<file path="src/rtl/sdram_bringup_seq.sv">
module sdram_bringup_seq #(
  parameter int PRESC_W = 16,
  parameter int TIMER_W = 8,
  parameter int NUM_REF = 8
) (
  input  logic               clk,
  input  logic               rst_n,
  input  logic               start_i,
  input  logic [PRESC_W-1:0] presc_i,
  input  logic [TIMER_W-1:0] rtimer_i,
  output logic [2:0]         cmd_o,
  output logic               cmd_valid_o,
  input  logic               cmd_ready_i,
  output logic               refresh_tick_o,
  output logic               init_done_o
);
  localparam int CW = (NUM_REF > 1) ? $clog2(NUM_REF) : 1;
  localparam logic [CW-1:0] LAST_REF = CW'(NUM_REF - 1);
  localparam logic [TIMER_W-1:0] T_ONE = TIMER_W'(1);

  typedef enum logic [2:0] {S_IDLE, S_PREA, S_REF, S_MRW, S_NORM, S_DONE} st_t;

  st_t                state;
  logic [CW-1:0]      ref_cnt;
  logic [PRESC_W-1:0] presc_q, pcnt;
  logic [TIMER_W-1:0] tmr_q, tcnt;

  wire accept = cmd_valid_o & cmd_ready_i;
  wire done   = (state == S_DONE);
  wire wrap   = (pcnt == presc_q);

  always_ff @(posedge clk) begin
    if (!rst_n) begin
      state   <= S_IDLE;
      ref_cnt <= '0;
      presc_q <= '0;
      tmr_q   <= '0;
    end else begin
      case (state)
        S_IDLE: if (start_i) begin
          presc_q <= presc_i;
          tmr_q   <= rtimer_i;
          state   <= S_PREA;
        end
        S_PREA: if (accept) begin
          ref_cnt <= '0;
          state   <= S_REF;
        end
        S_REF: if (accept) begin
          if (ref_cnt == LAST_REF) state <= S_MRW;
          else ref_cnt <= ref_cnt + CW'(1);
        end
        S_MRW:  if (accept) state <= S_NORM;
        S_NORM: if (accept) state <= S_DONE;
        default: state <= state;
      endcase
    end
  end

  always_ff @(posedge clk) begin
    if (!rst_n || !done) begin
      pcnt <= '0;
      tcnt <= '0;
    end else if (wrap) begin
      pcnt <= '0;
      tcnt <= refresh_tick_o ? '0 : tcnt + T_ONE;
    end else begin
      pcnt <= pcnt + PRESC_W'(1);
    end
  end

  always_comb begin
    case (state)
      S_PREA:  cmd_o = 3'd1;
      S_REF:   cmd_o = 3'd2;
      S_MRW:   cmd_o = 3'd3;
      S_NORM:  cmd_o = 3'd4;
      default: cmd_o = 3'd0;
    endcase
  end

  assign cmd_valid_o    = (state != S_IDLE) && !done;
  assign init_done_o    = done | ((state == S_NORM) & cmd_ready_i);
  assign refresh_tick_o = done & wrap & (tcnt == tmr_q - T_ONE);
endmodule

</file>
<file path="config.mk">
export PLATFORM = sky130hd
export DESIGN_NAME = sdram_bringup_seq
export DESIGN_NICKNAME = d
export VERILOG_FILES = /design/src/rtl/sdram_bringup_seq.sv
export SDC_FILE = /design/constraint.sdc
export NUM_CORES = 1
export LEC_CHECK = 0
export BUFFER_PORTS_ARGS = -buffer_cell sky130_fd_sc_hd__clkbuf_2
export CAP_MARGIN = 40
export CORE_AREA = 2 2 73 75
export DETAILED_ROUTE_END_ITERATION = 12
export DIE_AREA = 0 0 75 77
export GPL_TIMING_DRIVEN = 0
export PLACE_DENSITY_LB_ADDON = 0.25
export SYNTH_ARGS = -nofsm -noshare
export SYNTH_HDL_FRONTEND = slang
export SYNTH_SLANG_ARGS = --single-unit
</file>
<file path="constraint.sdc">
create_clock -name clk -period 3.7 [get_ports clk]
set_clock_uncertainty 0.05 [all_clocks]
set_input_delay 1.11 -clock clk [delete_from_list [all_inputs] [get_ports clk]]
set_output_delay 1.11 -clock clk [all_outputs]
set_load 0.03 [all_outputs]
</file>
==> metrics <==
status=finished clean; Port Buffers=33; DR pass1 iterations=4; Slew Limit Fails=0; startpoint types=flop; Final #Nets=411; first-pass GRT wire length=9.804 mm; Sequential Area=0.001086 mm^2; cells after synthesis=337; critical path peak fanout=10; Net Switching=0.0003133 W; dpl ws=-0.1305 ns; final setup TNS=0 ns; initial antenna violation count=0; r2r startpoint=pcnt[7]$_SDFF_PP0_; Fill cells=450; DRT iter0 DRCs=88; fmax=0.2832 GHz; Worst EP required=2.54 ns; Layout Cells excl Fill=449; All-Layer GR Usage=0.2165; Arr. time, crit path=2.37 ns; Final Hold Vio Count=0; Reg clk slew, reported paths=0.10 ns; Final Critical Period=3.531 ns; capture point of the worst reg-to-reg path=tcnt[4]$_SDFFE_PP0N_; Mapped Area=0.002719 mm^2; # IOs=34; top cells by area, synth=dfxtp_1 40%, nand2_1 8.8%, xor2_1 8.7%; top cells by count, synth=64 x nand2_1, 54 x dfxtp_1, 29 x a21oi_1; EDFF count, synth=0; Max-Cap Viols=0; vias in the first global route=2187; Hold Path End=ref_cnt[2]$_SDFFE_PN0P_; # diodes=0; clock latency at the later pin of the worst-skew pair=0.31 ns; Clk pwr share=0.328; CTS tree=built; final setup violation count=0; Slew @ Worst Pin=0.5718 ns; Synth top area share=0.3976; per-instance average area after synthesis=8.068 um^2; Layout area overhead=14.86%; ys async rst share=0; maximum clock insertion buffer count=2; switching share of power=0.2636; Detailed Route WL=5.618 mm; largest net degree at the start of global routing=17; cell internal pwr=0.0008749 W; Root Buffer=clkbuf_8; vias per cell=5.243; CTS Hold Buffers Added=0; main flop type after synthesis=dfxtp_1; hold path depth=2; Distinct cells, synth=39; die extent in y=77 um; Antenna Nets Post-Route=0; via count=2354; setup slack, reg-to-reg=1.25 ns; Starting Density=0.5463; worst setup margin=0.1693 ns; Rel. slew slack=0.6148; dominant cell type by area after synthesis=dfxtp_1; sequential share of power=0.525; LEAKAGE=1.225 nW; H-tree levels=2; RSZ-0062 raised after global routing=false; Power Density=380.5 mW/mm^2; die area=0.005775 mm^2; Seq cells post-synth=54; Max rail drop VDD=0.0002985 V; core area=0.004977 mm^2; Hold Path Class=reg -> reg; Synth Net Count=370; Final period util=0.9542; Logic pwr share=0.148; share of layout cells above drive strength 1=0.1451; clock sink total=54; GP Congestion=0.8946; Worst R2R Path Depth=8; most common cell in the synthesized netlist=nand2_1; DR DRC count=0; DP Wirelength=4.124 mm; critical path capture point type=output pin; std cell rows=26; Num CTS Buffers=5; Synthesis Warnings=0; Worst Hold Launch=ref_cnt[2]$_SDFFE_PN0P_; placed cells=440; total grt overflow=0; register area share after synthesis=0.3976; Wirelength per Cell=12.51 um; area of the multi-input gates=0.001548 mm^2; die width=75 um; WS Path Type=reg -> out
[layer usage]
layer,GRT usage,wire (um),vias to the layer above
met1,0.3011,2760,1091
li1,-,-,1228
met5,0,0,-
met3,0.04336,132,7
met4,0.07143,69,0
met2,0.3325,2656,28
[logic make-up after synthesis]
family,synth area share
simple gates,0.2803
flops,0.3976
buf+inv,0.03773
xor+xnor,0.1284
fa+ha+maj,0.02301
compound gates,0.1330
[critical path: stages, from the launching register on]
cell       delay (ns)
dfxtp_1          0.44
xor2_1           0.10
nor4_1           0.46
nand4_2          0.36
a2111oi_4        0.48
clkbuf_8         0.23
[worst max path at each step]
stage	to	from	depth (start not counted)	slack [ns]
after detailed placement	refresh_tick_o	tmr_q[0]$_SDFFE_PN0P_	9	-0.13
final	refresh_tick_o	pcnt[7]$_SDFF_PP0_	5	0.17
after floorplan	refresh_tick_o	tmr_q[0]$_SDFFE_PN0P_	8	0.25
after global placement	refresh_tick_o	tmr_q[0]$_SDFFE_PN0P_	9	-0.05
after CTS	refresh_tick_o	tmr_q[0]$_SDFFE_PN0P_	8	0.03
after global routing	refresh_tick_o	pcnt[7]$_SDFF_PP0_	5	0.04
[power by group through the flow]
stage	clock network [W]	logic (W)	registers (W)
6_report	0.000389	0.000175	0.000623
5_1_grt	0.000426	0.000196	0.000626
4_1_cts	0.000397	0.000175	0.000623
3_5_place_dp	0	0.000171	0.000635
3_3_place_gp	0	0.000167	0.000634
2_1_floorplan	0	0.000127	0.000630
[what timing repair did]
action / CTS / global route
setup endpoints to repair: 1 / 1
setup buffers: 2 / 1
gates resized for setup: 8 / 0
cloned: 0 / 0
pin swaps: 1 / 2
[layout make-up]
cell class	count	area share
Sequential cell	54	0.3478
Inverter	9	0.01082
Timing Repair Buffer	36	0.06290
Clock buffer	6	0.02324
Clock inverter	2	0.01202
Buffer	14	0.01963
Multi-Input combinational cell	258	0.4956
Tap cell	70	0.02804
[cells in the final DEF (no fill, tap or decap), types with 2 or more instances in the layout]
cell	Yosys	routed
xor2_1	27	27
and3_1	5	5
nand4_1	9	9
clkbuf_2	0	32
a211oi_1	7	7
a21oi_1	29	29
dfxtp_1	54	52
nor4_1	3	3
nor2b_1	6	6
nor4_2	2	2
clkbuf_8	0	6
nor2_1	27	27
nand3b_1	2	2
ha_1	5	5
or3_1	10	10
clkbuf_1	14	13
nand3_1	8	8
nand2b_1	6	6
xnor2_1	11	11
o21ai_0	9	9
and2_1	4	4
a31oi_1	2	2
nor3_1	7	7
o31ai_1	2	2
inv_1	9	9
buf_4	0	3
nand2_1	64	64
[metrics by stage]
stage | total power [W] | cell area (um^2) | hold slack (ns) | utilization
after floorplan | 0.0007567 | 2719 | 0.3856 | -
after global placement | 0.0008009 | 2972 | 0.3916 | 0.5970
after detailed placement | 0.0008065 | 2972 | 0.4015 | 0.5970
after CTS | 0.001195 | 3119 | 0.4155 | 0.6267
after global routing | 0.001249 | 3123 | 0.4444 | 0.6275
final | 0.001188 | 3123 | 0.4086 | 0.6275
[registers in the layout, indices dropped and copies added (netlist names)]
signal	count
tmr_q	8
state	3
tcnt	8
presc_q	16
ref_cnt	3
pcnt	16
No activity file was read; power rests on OpenSTA's default activity.
